$ cat src/rtl/dft_pkg.sv
package dft_pkg;
  // source-id encoding carried in the status bits
  typedef enum logic {SRC_A = 1'b0, SRC_B = 1'b1} src_e;
  // number of bits ahead of the result in a frame
  localparam int unsigned LEAD_BITS = 4;
  // falling-edge index at which the coding level is sampled again
  localparam int unsigned FLIP_EDGE = 8;
endpackage

$ cat src/rtl/dft_sync.sv
module dft_sync #(
  parameter int unsigned W = 4,
  parameter logic [W-1:0] INIT = '1
) (
  input  logic         clk,
  input  logic         rst_n,
  input  logic [W-1:0] d,
  output logic [W-1:0] q
);
  for (genvar i = 0; i < W; i++) begin : g_bit
    logic s1, s2;
    always_ff @(posedge clk or negedge rst_n) begin
      if (!rst_n) begin
        s1 <= INIT[i];
        s2 <= INIT[i];
      end else begin
        s1 <= d[i];
        s2 <= s1;
      end
    end
    assign q[i] = s2;
  end
endmodule

$ cat src/rtl/dft_lane.sv
module dft_lane #(
  parameter int unsigned FRAME_W = 16,
  localparam int unsigned XFER  = 2 * FRAME_W,
  localparam int unsigned CNT_W = $clog2(XFER + 1),
  localparam int unsigned IDX_W = $clog2(XFER)
) (
  input  logic               clk,
  input  logic               rst_n,
  input  logic               active,
  input  logic [CNT_W-1:0]   cnt,
  input  logic [FRAME_W-1:0] own_frame,
  input  logic [FRAME_W-1:0] other_frame,
  output logic               bit_o
);
  logic [XFER-1:0]  chain;
  logic [CNT_W-1:0] idx;

  assign chain = {own_frame, other_frame};
  assign idx   = CNT_W'(XFER - 1) - cnt;

  always_comb begin
    bit_o = 1'b0;
    if (active && (cnt < CNT_W'(XFER)))
      bit_o = chain[idx[IDX_W-1:0]];
  end


  bit_hold_chk: assert property (@(posedge clk) disable iff (!rst_n)
    ($past(active) && active && $stable(cnt)) |-> $stable(bit_o));
endmodule

$ cat src/rtl/dual_frame_tx.sv
module dual_frame_tx #(
  parameter int unsigned RES_W = 12
) (
  input  logic             clk,
  input  logic             rst_n,
  input  logic             sclk,
  input  logic             cs_n,
  input  logic             range_sel,
  input  logic             chan_sel,
  input  logic [RES_W-1:0] res_a,
  input  logic [RES_W-1:0] res_b,
  output logic             dout_a,
  output logic             dout_b,
  output logic             dout_en
);
  import dft_pkg::*;

  localparam int unsigned FRAME_W = RES_W + LEAD_BITS;
  localparam int unsigned XFER    = 2 * FRAME_W;
  localparam int unsigned CNT_W   = $clog2(XFER + 1);

  // synchronized copies: {range, chan, cs_n, sclk}
  logic [3:0] sync_q;
  dft_sync #(.W(4), .INIT(4'b0011)) u_sync (
    .clk(clk), .rst_n(rst_n),
    .d({range_sel, chan_sel, cs_n, sclk}),
    .q(sync_q)
  );

  logic sclk_s, cs_s, chan_s, rng_s;
  assign sclk_s = sync_q[0];
  assign cs_s   = sync_q[1];
  assign chan_s = sync_q[2];
  assign rng_s  = sync_q[3];

  logic sclk_d, cs_d;
  always_ff @(posedge clk or negedge rst_n) begin
    if (!rst_n) begin
      sclk_d <= 1'b1;
      cs_d   <= 1'b1;
    end else begin
      sclk_d <= sclk_s;
      cs_d   <= cs_s;
    end
  end

  logic sclk_fall, cs_fall, cs_rise;
  assign sclk_fall = sclk_d & ~sclk_s;
  assign cs_fall   = cs_d & ~cs_s;
  assign cs_rise   = ~cs_d & cs_s;

  // transfer state
  logic             active;
  logic [CNT_W-1:0] cnt;
  logic [RES_W-1:0] lat [2];
  logic             lat_rng, lat_ch, coding;

  always_ff @(posedge clk or negedge rst_n) begin
    if (!rst_n) begin
      active  <= 1'b0;
      cnt     <= '0;
      lat[0]  <= '0;
      lat[1]  <= '0;
      lat_rng <= 1'b0;
      lat_ch  <= 1'b0;
      coding  <= 1'b0;
    end else if (cs_fall) begin
      active  <= 1'b1;
      cnt     <= '0;
      lat[0]  <= res_a;
      lat[1]  <= res_b;
      lat_rng <= rng_s;
      lat_ch  <= chan_s;
      coding  <= rng_s;
    end else if (cs_rise) begin
      active <= 1'b0;
    end else if (active && sclk_fall) begin
      cnt <= cnt + 1'b1;
      if (cnt == CNT_W'(XFER - 1))
        active <= 1'b0;
      // a level that differs from the captured one selects the other coding,
      // which equals the level now present
      if (cnt == CNT_W'(FLIP_EDGE - 1))
        coding <= rng_s;
    end
  end

  // frames and lanes
  logic [FRAME_W-1:0] frm [2];
  logic [1:0]         lane_bit;

  for (genvar i = 0; i < 2; i++) begin : g_lane
    logic [RES_W-1:0] coded;
    assign coded  = coding ? {~lat[i][RES_W-1], lat[i][RES_W-2:0]} : lat[i];
    assign frm[i] = {1'b0, lat_rng, lat_ch, (i == 0) ? SRC_A : SRC_B, coded};

    dft_lane #(.FRAME_W(FRAME_W)) u_lane (
      .clk(clk), .rst_n(rst_n),
      .active(active), .cnt(cnt),
      .own_frame(frm[i]), .other_frame(frm[1-i]),
      .bit_o(lane_bit[i])
    );
  end

  assign dout_a  = lane_bit[0];
  assign dout_b  = lane_bit[1];
  assign dout_en = active;


  start_lead_chk: assert property (@(posedge clk) disable iff (!rst_n)
    cs_fall |=> (dout_en && !dout_a && !dout_b));

  cs_release_chk: assert property (@(posedge clk) disable iff (!rst_n)
    cs_rise |=> !dout_en);

  cnt_bound_chk: assert property (@(posedge clk) disable iff (!rst_n)
    cnt <= CNT_W'(XFER));

  end_cause_chk: assert property (@(posedge clk) disable iff (!rst_n)
    $fell(active) |-> ($past(cs_rise) || ($past(cnt) == CNT_W'(XFER - 1))));

  latch_hold_chk: assert property (@(posedge clk) disable iff (!rst_n)
    ($past(active) && active) |-> ($stable(lat[0]) && $stable(lat[1]) && $stable(lat_rng)));
endmodule

$ cat config.mk
export PLATFORM = sky130hd
export DESIGN_NAME = dual_frame_tx
export DESIGN_NICKNAME = d
export VERILOG_FILES = /design/src/rtl/dft_pkg.sv /design/src/rtl/dft_sync.sv /design/src/rtl/dft_lane.sv /design/src/rtl/dual_frame_tx.sv
export SDC_FILE = /design/constraint.sdc
export NUM_CORES = 1
export LEC_CHECK = 0
export BUFFER_PORTS_ARGS = -buffer_cell sky130_fd_sc_hd__buf_2
export CAP_MARGIN = 30
export CORE_AREA = 2 2 85 87
export CTS_BUF_LIST = sky130_fd_sc_hd__clkbuf_16
export CTS_CLUSTER_SIZE = 24
export DETAILED_ROUTE_END_ITERATION = 6
export DIE_AREA = 0 0 87 89
export GPL_TIMING_DRIVEN = 0
export PLACE_DENSITY = 0.48
export SLEW_MARGIN = 10
export SYNTH_ARGS = -nofsm -noshare
export SYNTH_HDL_FRONTEND = slang
export SYNTH_SLANG_ARGS = --single-unit
$ cat constraint.sdc
create_clock -name clk -period 2.2 [get_ports clk]
set_input_delay 0.22 -clock clk [delete_from_list [all_inputs] [get_ports clk]]
set_output_delay 0.22 -clock clk [all_outputs]
set_load 0.005 [all_outputs]
* Word level (Yosys, flattened, before mapping)
Cells that the tools add are included.
** Storage, ports and cells
- Output and inout port bits :: 3
- Register bits :: 44
- Input port bits :: 30
** Cells by class
- Bitwise gates (word level) :: 8
- Equal/unequal tests :: 3
- Reductions and logical operators :: 9
- Order comparisons :: 2
- Add/subtract/negate cells :: 2
- Multiplexer cells :: 19
** Operator list (count)
- two-way mux 12 bit :: 2
- two-way mux 6 bit :: 3
- two-way mux 1 bit :: 12
- binary-select mux 1 bit (select 5 bit) :: 2
- adder 6 x 1 -> 6 bit, second input constant :: 1
- equality test 6 x 3 -> 1 bit, second input constant :: 1
- equality test 6 x 5 -> 1 bit, second input constant :: 1
- less-than comparator 5 x 6 -> 1 bit, second input constant :: 1
- less-than comparator 6 bit, second input constant :: 1
- nonzero test 3 bit :: 2
- inverter 1 bit :: 5
- subtractor 5 bit, first input constant :: 1
- AND reduction 2 bit :: 2
- nonzero test 2 bit :: 2
- AND 1 bit :: 3
- AND reduction 3 bit :: 1
- logical AND 1 bit :: 2
- != test 2 bit, second input constant :: 1

* Longest topological paths before layout
Gate-level depths: netlist of run 1.
- Word-level depth :: 6
- Mapped depth :: 7

* Modules after synthesis
From an unflattened synthesis of run 1, not the netlist that was laid out.
** Second synthesis, totals
- Cells, all modules :: 167
- Area, all modules :: 2369.8 um^2
** Modules (own cells, without submodules)
- dual_frame_tx :: times used 1, area each 1554.0 um^2, cells each 111
- dft_lane :: times used 2, area each 290.3 um^2, cells each 22
- dft_sync :: times used 1, area each 235.2 um^2, cells each 12

* Worst setup path after synthesis of run 1
OpenSTA, ideal clock, no wires.
- Kind :: reg-to-reg
- Start :: reg u_sync.g_bit[1].s2
- End :: reg coding
- Arrival :: 1.663 ns
- Slack :: 0.412 ns
- Cell stages (with the launch flop) :: 8
- Path buffers :: 1
- Library setup time :: 0.125 ns
- Required time :: 2.075 ns
- Period minus slack after synthesis :: 1.788 ns
- Cell sequence :: dfstp_2 inv_1 ha_1 clkbuf_1 o21bai_2 nor2_1 a21oi_1 mux2_2
** On the way
- Cells in the longest elaborated chain, start to end :: 4
- Elaborated cells on any way between the ends :: 8
** RTL lines
- start, declared :: line dft_sync.sv:11 : logic s1, s2;
- start signal, assigned :: line dft_sync.sv:15 : s2 <= INIT[i];
- inverter 1 bit * :: line dual_frame_tx.sv:49 : assign cs_fall = cs_d & ~cs_s;
- AND 1 bit * :: line dual_frame_tx.sv:49
- named net cs_fall :: line dual_frame_tx.sv:47 : logic sclk_fall, cs_fall, cs_rise;
- != test 2 bit (no line) / nonzero test 2 bit (equally long branches)
- AND reduction 3 bit (no line)
- end signal, assigned :: line dual_frame_tx.sv:74 : coding <= rng_s;
- end signal, assigned :: line dual_frame_tx.sv:84 : coding <= rng_s;
- end, declared :: line dual_frame_tx.sv:56 : logic lat_rng, lat_ch, coding;
The timed path passes the listed nets; every way through them passes the cells marked *.
A chain may end at the register's enable or synchronous reset.

* Worst setup path in the final report of run 1
- Start :: reg cnt[0]
- End :: out dout_b
** On the way
- Cells in the longest elaborated chain, start to end :: 4
- Elaborated cells on any way between the ends :: 6
** RTL lines
- start, declared :: line dual_frame_tx.sv:54 : logic [CNT_W-1:0] cnt;
- start signal, assigned :: line dual_frame_tx.sv:78 : cnt <= cnt + 1'b1;
- subtractor 5 bit :: line dft_lane.sv:19 : assign idx = CNT_W'(XFER - 1) - cnt;
- binary-select mux 1 bit (select 5 bit) :: line dft_lane.sv:24 : bit_o = chain[idx[IDX_W-1:0]];
- two-way mux 1 bit (not written as such) :: line dft_lane.sv:24
- two-way mux 1 bit * :: line dft_lane.sv:23 : if (active && (cnt < CNT_W'(XFER)))
- end, declared :: line dual_frame_tx.sv:13 : output logic dout_b,
Mark *: on every way between the ends. The rest lies on a longest branch, timed or not. The select of a mux whose other input is x is not followed.

==> qor.yml, run 1 <==
critical_path:
  arrival_ns: 1.95
  startpoint_type: "flop"
  critPathSlowestCell: "mux4_2"
  cp-end-kind: "output port"
  cp_cell_sequence: "buf_6, mux2i_1, mux4_2, a21o_1, o22ai_1, buf_2"
  cp_top_family: "multiplexers"
  crit_fanout: 5
  cp_slowest_stage_delay_ns: 0.48
  required_ns: 1.98
  r2r_cells: 7
  criticalPathCategory: "flop to output port"
  critical_path_depth: 6
  critPathBufInv: 2
cells_and_area:
  fin_cells: 279
  nets: 231
  utilization_pct: 36.4
  n_antenna_cell: 0
  layout-drive-gt1-share_pct: 43.2
  synthToLayoutAreaGrowth_pct: 23.6
grt:
  grt_overflow: 0
  grt_max_degree: 25
  grt_pass1_vias: 1320
  grt_pass1_wl_um: 6470
  antenna_found_initial: 0
  grt_use_total_pct: 11.0
timing:
  max_clock_freq_ghz: 0.462
  period_share_pct: 98.4
  tns_ns: 0
  hold_violations: 0
  fin_ws_ns: 0.0350
  fin_skew_ns: 0.00578
  max_slew_margin_pct: 61.2
  drv_slew: 0
  tightest_slew_ns: 0.582
  setup_violations: 0
  rsz0062_at_grt: "true"
  finalCriticalPeriod_ns: 2.17
floorplan:
  pin_count: 33
  die_y_um: 89
  start_util_pct: 29.5
  fp.dieArea_sq_mm: 0.00774
  die_width_um: 87
  rows: 30
  fp.coreArea_sq_mm: 0.00672
logic_synthesis:
  syn-num-nets: 187
  netlist_area_sq_mm: 0.00198
  yosysWarnings: 0
  synthCells: 154
  syn_area_per_cell_sq_um: 12.9
  yosysSeqAreaShare_pct: 56.0
  synth.distinct_cells: 29
  synth-seq-cells: 44
power_and_ir_drop:
  ir_worst_vdd_mv: 0.353
  power.density_mw_per_mm2: 960
  leakage_nw: 1.08
min_path:
  hp-class: "primary input to flop"
  hold_depth: 1
run_status:
  status: "completed"
cts:
  clock-root-buffer: "clkbuf_16"
  numCtsBuffers: 5
  clk_path_buf_depth: 2
  cts_tree: "done"
  clkSinkCount: 44
  clk_pin_slew_ns: 0.07
  htreeDepth: 2
  insertion_delay_ns: 0.29
placement:
  pre_cts_slack_ns: 0.171
  dp_hpwl_um: 2700
  gp_congestion: 0.765
  io_buffers: 32
  dp.cells: 267
route:
  drt-total-wl_um: 3860
  drc: 0
  vias: 1309
  ant_nets: 0
  wl_per_cell_um: 13.8
  dr.pass1.iters: 4
  vias_per_cell: 4.69
  drt-initial-drc-count: 92
run:
  max_cap_viol_count: 0
-- cell usage after synthesis --
cell,number,area share (%)
dfrtp_1,38,48
mux2_2,27,15
mux2i_1,11,5.6
a21oi_1,8,2.0
nand2_1,8,1.5
clkbuf_1,7,1.3
o21ai_0,7,1.8
dfstp_2,6,8.0
nor2_1,4,0.76
ha_1,3,1.9
inv_1,3,0.57
nand2b_1,3,0.95
nand3b_1,3,1.1
xnor2_1,3,1.3
a21o_1,2,0.76
a311oi_1,2,0.89
mux4_2,2,2.3
nand3_1,2,0.51
nor3_1,2,0.51
nor3b_1,2,0.76
o22ai_1,2,0.63
or3_1,2,0.63
and3b_1,1,0.44
buf_2,1,0.25
buf_6,1,0.57
nor2b_1,1,0.32
o21bai_2,1,0.57
or2_2,1,0.32
or4_1,1,0.38
-- logic make-up (layout without fill, tap and decap cells) --
| family | Yosys count | in the layout | synth area share (%) |
|---|---|---|---|
| fa+ha+maj | 3 | 3 | 1.90 |
| xor+xnor | 3 | 3 | 1.33 |
| simple gates | 30 | 30 | 8.22 |
| flops | 44 | 44 | 56.0 |
| buf+inv | 12 | 57 | 2.72 |
| mux | 40 | 40 | 23.2 |
| compound gates | 22 | 22 | 6.64 |
-- layout by cell type, fill, tap and decap left out, drive strengths merged, types with 3 or more instances in the layout --
cell type and n:
nand2 8, dfrtp 38, mux2i 11, xnor2 3
mux2 27, a21oi 8, dfstp 6, clkbuf 12
o21ai 7, nand2b 3, nand3b 3, buf 38
inv 4, nor2 4, ha 3
-- registers in the layout (all words and copies together), names as in the netlist --
name,count
cnt,6
coding,1
cs_d,1
dout_en,1
lat,24
lat_ch,1
lat_rng,1
sclk_d,1
u_sync.g_bit.s1,4
u_sync.g_bit.s2,4
-- per-layer routing --
metal	wire [um]	GRT usage [%]
met5	0	0
met4	85	5.11
met3	142	2.40
met2	1740	17.2
met1	1900	14.7
-- area by class of cell --
type / instances / area [sq um]
Tap cell: 80 / 100
Fill cell: 675 / 4270
Inverter: 3 / 11.3
Sequential cell: 44 / 1110
Clock buffer: 5 / 125
Timing Repair Buffer: 37 / 216
Clock inverter: 3 / 21.3
Multi-Input combinational cell: 98 / 817
Buffer: 9 / 45.0
-- metrics by stage --
stage	total power, mW	hold slack (ns)	area, sq um
finish	2.35	0.0307	2450
global route	2.49	0.0188	2450
CTS	2.37	0.0236	2430
detailed placement	1.59	0.217	2260
global placement	1.58	0.325	2240
floorplan	1.41	-0.0756	1980
-- worst paths after layout --
kind,start,endpoint,slack [ns]
max in group asynchronous,rst_n,u_sync.g_bit[1].s1$_DFF_PN1_,1.19
setup reg to reg,u_sync.g_bit[1].s2$_DFF_PN1_,coding$_DFFE_PN0P_,0.15
hold / removal,sclk,u_sync.g_bit[0].s1$_DFF_PN1_,0.03
min in group asynchronous,rst_n,lat[9]$_DFFE_PN0N_,0.43
setup / recovery,cnt[0]$_DFFE_PN0P_,dout_b,0.03
hold reg to reg,u_sync.g_bit[3].s1$_DFF_PN0_,u_sync.g_bit[3].s2$_DFF_PN0_,0.35
-- what timing repair did --
item / 4_1_cts / 5_1_grt
setup buffers: 2 / 0
endpoints found under the hold margin: 20 / 0
gates resized for setup: 1 / 6
pin swaps: 2 / 2
setup endpoints to repair: 2 / 2
hold buffers: 1 / 0
cloned: 0 / 1
-- report_power, final --
part           total [mW]  internal [mW]  switching [mW]
combinational       0.603          0.321           0.282
sequential          0.999          0.925          0.0738
clock               0.747          0.423           0.324
total                2.35           1.67           0.680
(Power assumes the default switching activity.)
==> run 2: changes to the inputs <==
--- a/config.mk
+++ b/config.mk
@@ -5,15 +5,15 @@
 export SDC_FILE = /design/constraint.sdc
 export NUM_CORES = 1
 export LEC_CHECK = 0
-export BUFFER_PORTS_ARGS = -buffer_cell sky130_fd_sc_hd__buf_2
 export CAP_MARGIN = 30
 export CORE_AREA = 2 2 85 87
 export CTS_BUF_LIST = sky130_fd_sc_hd__clkbuf_16
 export CTS_CLUSTER_SIZE = 24
 export DETAILED_ROUTE_END_ITERATION = 6
 export DIE_AREA = 0 0 87 89
+export DONT_BUFFER_PORTS = 1
 export GPL_TIMING_DRIVEN = 0
-export PLACE_DENSITY = 0.48
+export PLACE_DENSITY = 0.44
 export SLEW_MARGIN = 10
 export SYNTH_ARGS = -nofsm -noshare
 export SYNTH_HDL_FRONTEND = slang
==> qor.yml, run 2 (synthesis results as in run 1) <==
power_and_ir_drop:
  power.internal_mw: 1.63  # -2.4%
  ir_worst_vdd_mv: 0.360  # +2.1%
  p_clk_share_pct: 31.8  # about the same
  power.density_mw_per_mm2: 989  # +3.0%
  leakage_nw: 0.957  # -11%
  total_power_mw: 2.29  # -2.4%
  pwr-share-comb_pct: 24.7  # -1.0 points
  switching_share_pct: 29.0  # about the same
  power_switching_mw: 0.664  # -2.3%
  pwr-share-seq_pct: 43.5  # +1.0 points
floorplan:
  fp.coreArea_sq_mm: 0.00672  # unchanged
  fp.dieArea_sq_mm: 0.00774  # unchanged
  die_width_um: 87  # unchanged
  pin_count: 33  # unchanged
  start_util_pct: 29.5  # unchanged
  die_y_um: 89  # unchanged
  rows: 30  # unchanged
grt:
  antenna_found_initial: 0  # unchanged
  grt_pass1_wl_um: 6210  # -4.0%
  grt_overflow: 0  # unchanged
  grt_pass1_vias: 1296  # -1.8%
  grt_max_degree: 45  # +80%
  grt_use_total_pct: 10.6  # -0.42 points
route:
  vias_per_cell: 4.94  # +5.3%
  vias: 1225  # -6.4%
  drt-initial-drc-count: 85  # -7.6%
  dr.pass1.iters: 4  # unchanged
  drt-total-wl_um: 3780  # -2.2%
  wl_per_cell_um: 15.2  # +10%
  drc: 0  # unchanged
  ant_nets: 0  # unchanged
cells_and_area:
  final_common_cell: "dfrtp_1"
  layout-drive-gt1-share_pct: 30.4  # -13 points
  final-seq-area_sq_mm: 0.00111  # -0.11%
  final_cell_mix: "dfrtp_1, mux2_2, mux2i_1"
  multi_input_area_sq_um: 830  # +1.5%
  fillers: 655  # -3.0%
  synthToLayoutAreaGrowth_pct: 17.1
  largest_register: "lat"
  nets: 200  # -13%
  largest_reg_flops: 24  # unchanged
  utilization_pct: 34.5  # -1.9 points
  reg_top3: "lat: 24 flops, cnt: 6 flops"
  n_antenna_cell: 0  # unchanged
  fin_cells: 248  # -11%
critical_path:
  r2r_slack_ns: 0.16  # about the same
  cp_slowest_stage_delay_ns: 0.49  # about the same
  cp-end-kind: "output port"
  r2r_cells: 7  # unchanged
  cp_cell_sequence: "buf_8, mux2i_1, mux4_2, a21o_1, o22ai_2"
  critPathSlowestCell: "mux4_2"
  arrival_ns: 1.88  # -0.07 ns
  criticalPathCategory: "flop to output port"
  r2r_end: "coding$_DFFE_PN0P_"
  rr_startpoint: "u_sync.g_bit[1].s2$_DFF_PN1_"
  startpoint_type: "flop"
  crit_fanout: 10  # +5
  required_ns: 1.98  # about the same
cts:
  clk_path_buf_depth: 2  # unchanged
  insertion_delay_ns: 0.28  # about the same
  htreeDepth: 2  # unchanged
  numCtsBuffers: 5  # unchanged
  cts_tree: "done"
  clock-root-buffer: "clkbuf_16"
  clkSinkCount: 44  # unchanged
  postCtsSetupBuffers: 0  # -2
  clk_pin_slew_ns: 0.06  # about the same
timing:
  rsz0062_at_grt: "false"
  drv_slew: 0  # unchanged
  tightest_slew_ns: 0.598  # +0.0165 ns
  period_share_pct: 95.7  # -2.7 points
  setup_violations: 0  # unchanged
  max_slew_margin_pct: 60.1  # -1.1 points
  tns_ns: 0  # unchanged
  hold_violations: 0  # unchanged
  finalCriticalPeriod_ns: 2.10  # -0.0602 ns
  fin_skew_ns: 0.00353  # -0.00226 ns
  max_clock_freq_ghz: 0.475  # +2.9%
run_status:
  status: "completed"
placement:
  dp.cells: 234  # -12%
  gp_congestion: 0.808  # +5.6%
  io_buffers: 0  # -100%
  dp_hpwl_um: 2730  # +1.2%
min_path:
  min_from: "res_a[7]"
  hold_depth: 1  # unchanged
  hp-class: "primary input to flop"
  hold_end: "lat[19]$_DFFE_PN0N_"
run:
  max_cap_viol_count: 0  # unchanged
## run 2: cell count changes in the layout (fill, tap and decap cells not counted)
cell | before | now
o22ai_2 | 0 | 2
clkinv_1 | 0 | 1
dfrtp_2 | 1 | 0
buf_6 | 2 | 0
buf_4 | 2 | 0
o22ai_1 | 2 | 0
buf_2 | 33 | 1
dlygate4sd3_1 | 1 | 5
buf_8 | 0 | 1
buf_16 | 0 | 1
dfrtp_1 | 37 | 38
buf_12 | 1 | 0
clkinvlp_4 | 1 | 0
## run 2: worst max path at each step
stage | from | end | cells after the start
detailed placement | u_sync.g_bit[1].s2$_DFF_PN1_ | coding$_DFFE_PN0P_ | 7
global route | cnt[0]$_DFFE_PN0P_ | dout_a | 5
floorplan | u_sync.g_bit[1].s2$_DFF_PN1_ | coding$_DFFE_PN0P_ | 7
CTS | cnt[0]$_DFFE_PN0P_ | dout_a | 5
finish | cnt[0]$_DFFE_PN0P_ | dout_a | 5
global placement | u_sync.g_bit[1].s2$_DFF_PN1_ | coding$_DFFE_PN0P_ | 7
## run 2: cell type report
cell class	instances	share of cell area, %
clock buffers	5	5.40
multi-input cells	98	35.8
clock inverters	3	0.756
flip-flops and latches	44	47.8
inverters	3	0.486
well taps	80	4.32
repair buffers	6	3.35
plain buffers	9	2.10
## run 2: repair_timing
item,CTS,global route
gates resized for setup,0,7
endpoints found under the setup margin,0,2
hold buffers,6,0
hold endpoints to repair,48,0
## run 2: power by group through the flow
stage               Combinational [mW]  Clock [mW]  Sequential (mW)
floorplan                        0.420           0            0.991
global placement                 0.512           0             1.01
detailed placement               0.524           0             1.01
CTS                              0.555       0.754            0.998
global route                     0.632       0.782             1.02
finish                           0.567       0.729            0.997
## run 2: worst max-delay path, delay by kind of cell (launching register included)
family / cells / cell delay (ns)
muxes: 2 / 0.62
buffers and inverters: 1 / 0.17
DFF: 1 / 0.41
AOI/OAI and AO/OA: 2 / 0.41
## run 2: through the flow
step	hold WS (ns)	setup slack, ns	area [sq um]
floorplan	-0.0756	0.412	1980
global placement	-0.0740	0.215	2080
detailed placement	-0.0739	0.194	2080
CTS	0.0787	0.0314	2300
global route	0.0782	0.00614	2320
finish	0.0823	0.0952	2320
## run 2: metal layers
layer | share of wire, % | global-route usage, % | routed length [um] | up-vias
li1 | - | - | - | 572
met3 | 4.2 | 3.32 | 157 | 8
met1 | 44 | 12.4 | 1670 | 616
met4 | 1.9 | 4.55 | 70 | 0
met5 | 0 | 0 | 0 | -
met2 | 50 | 18.0 | 1880 | 29
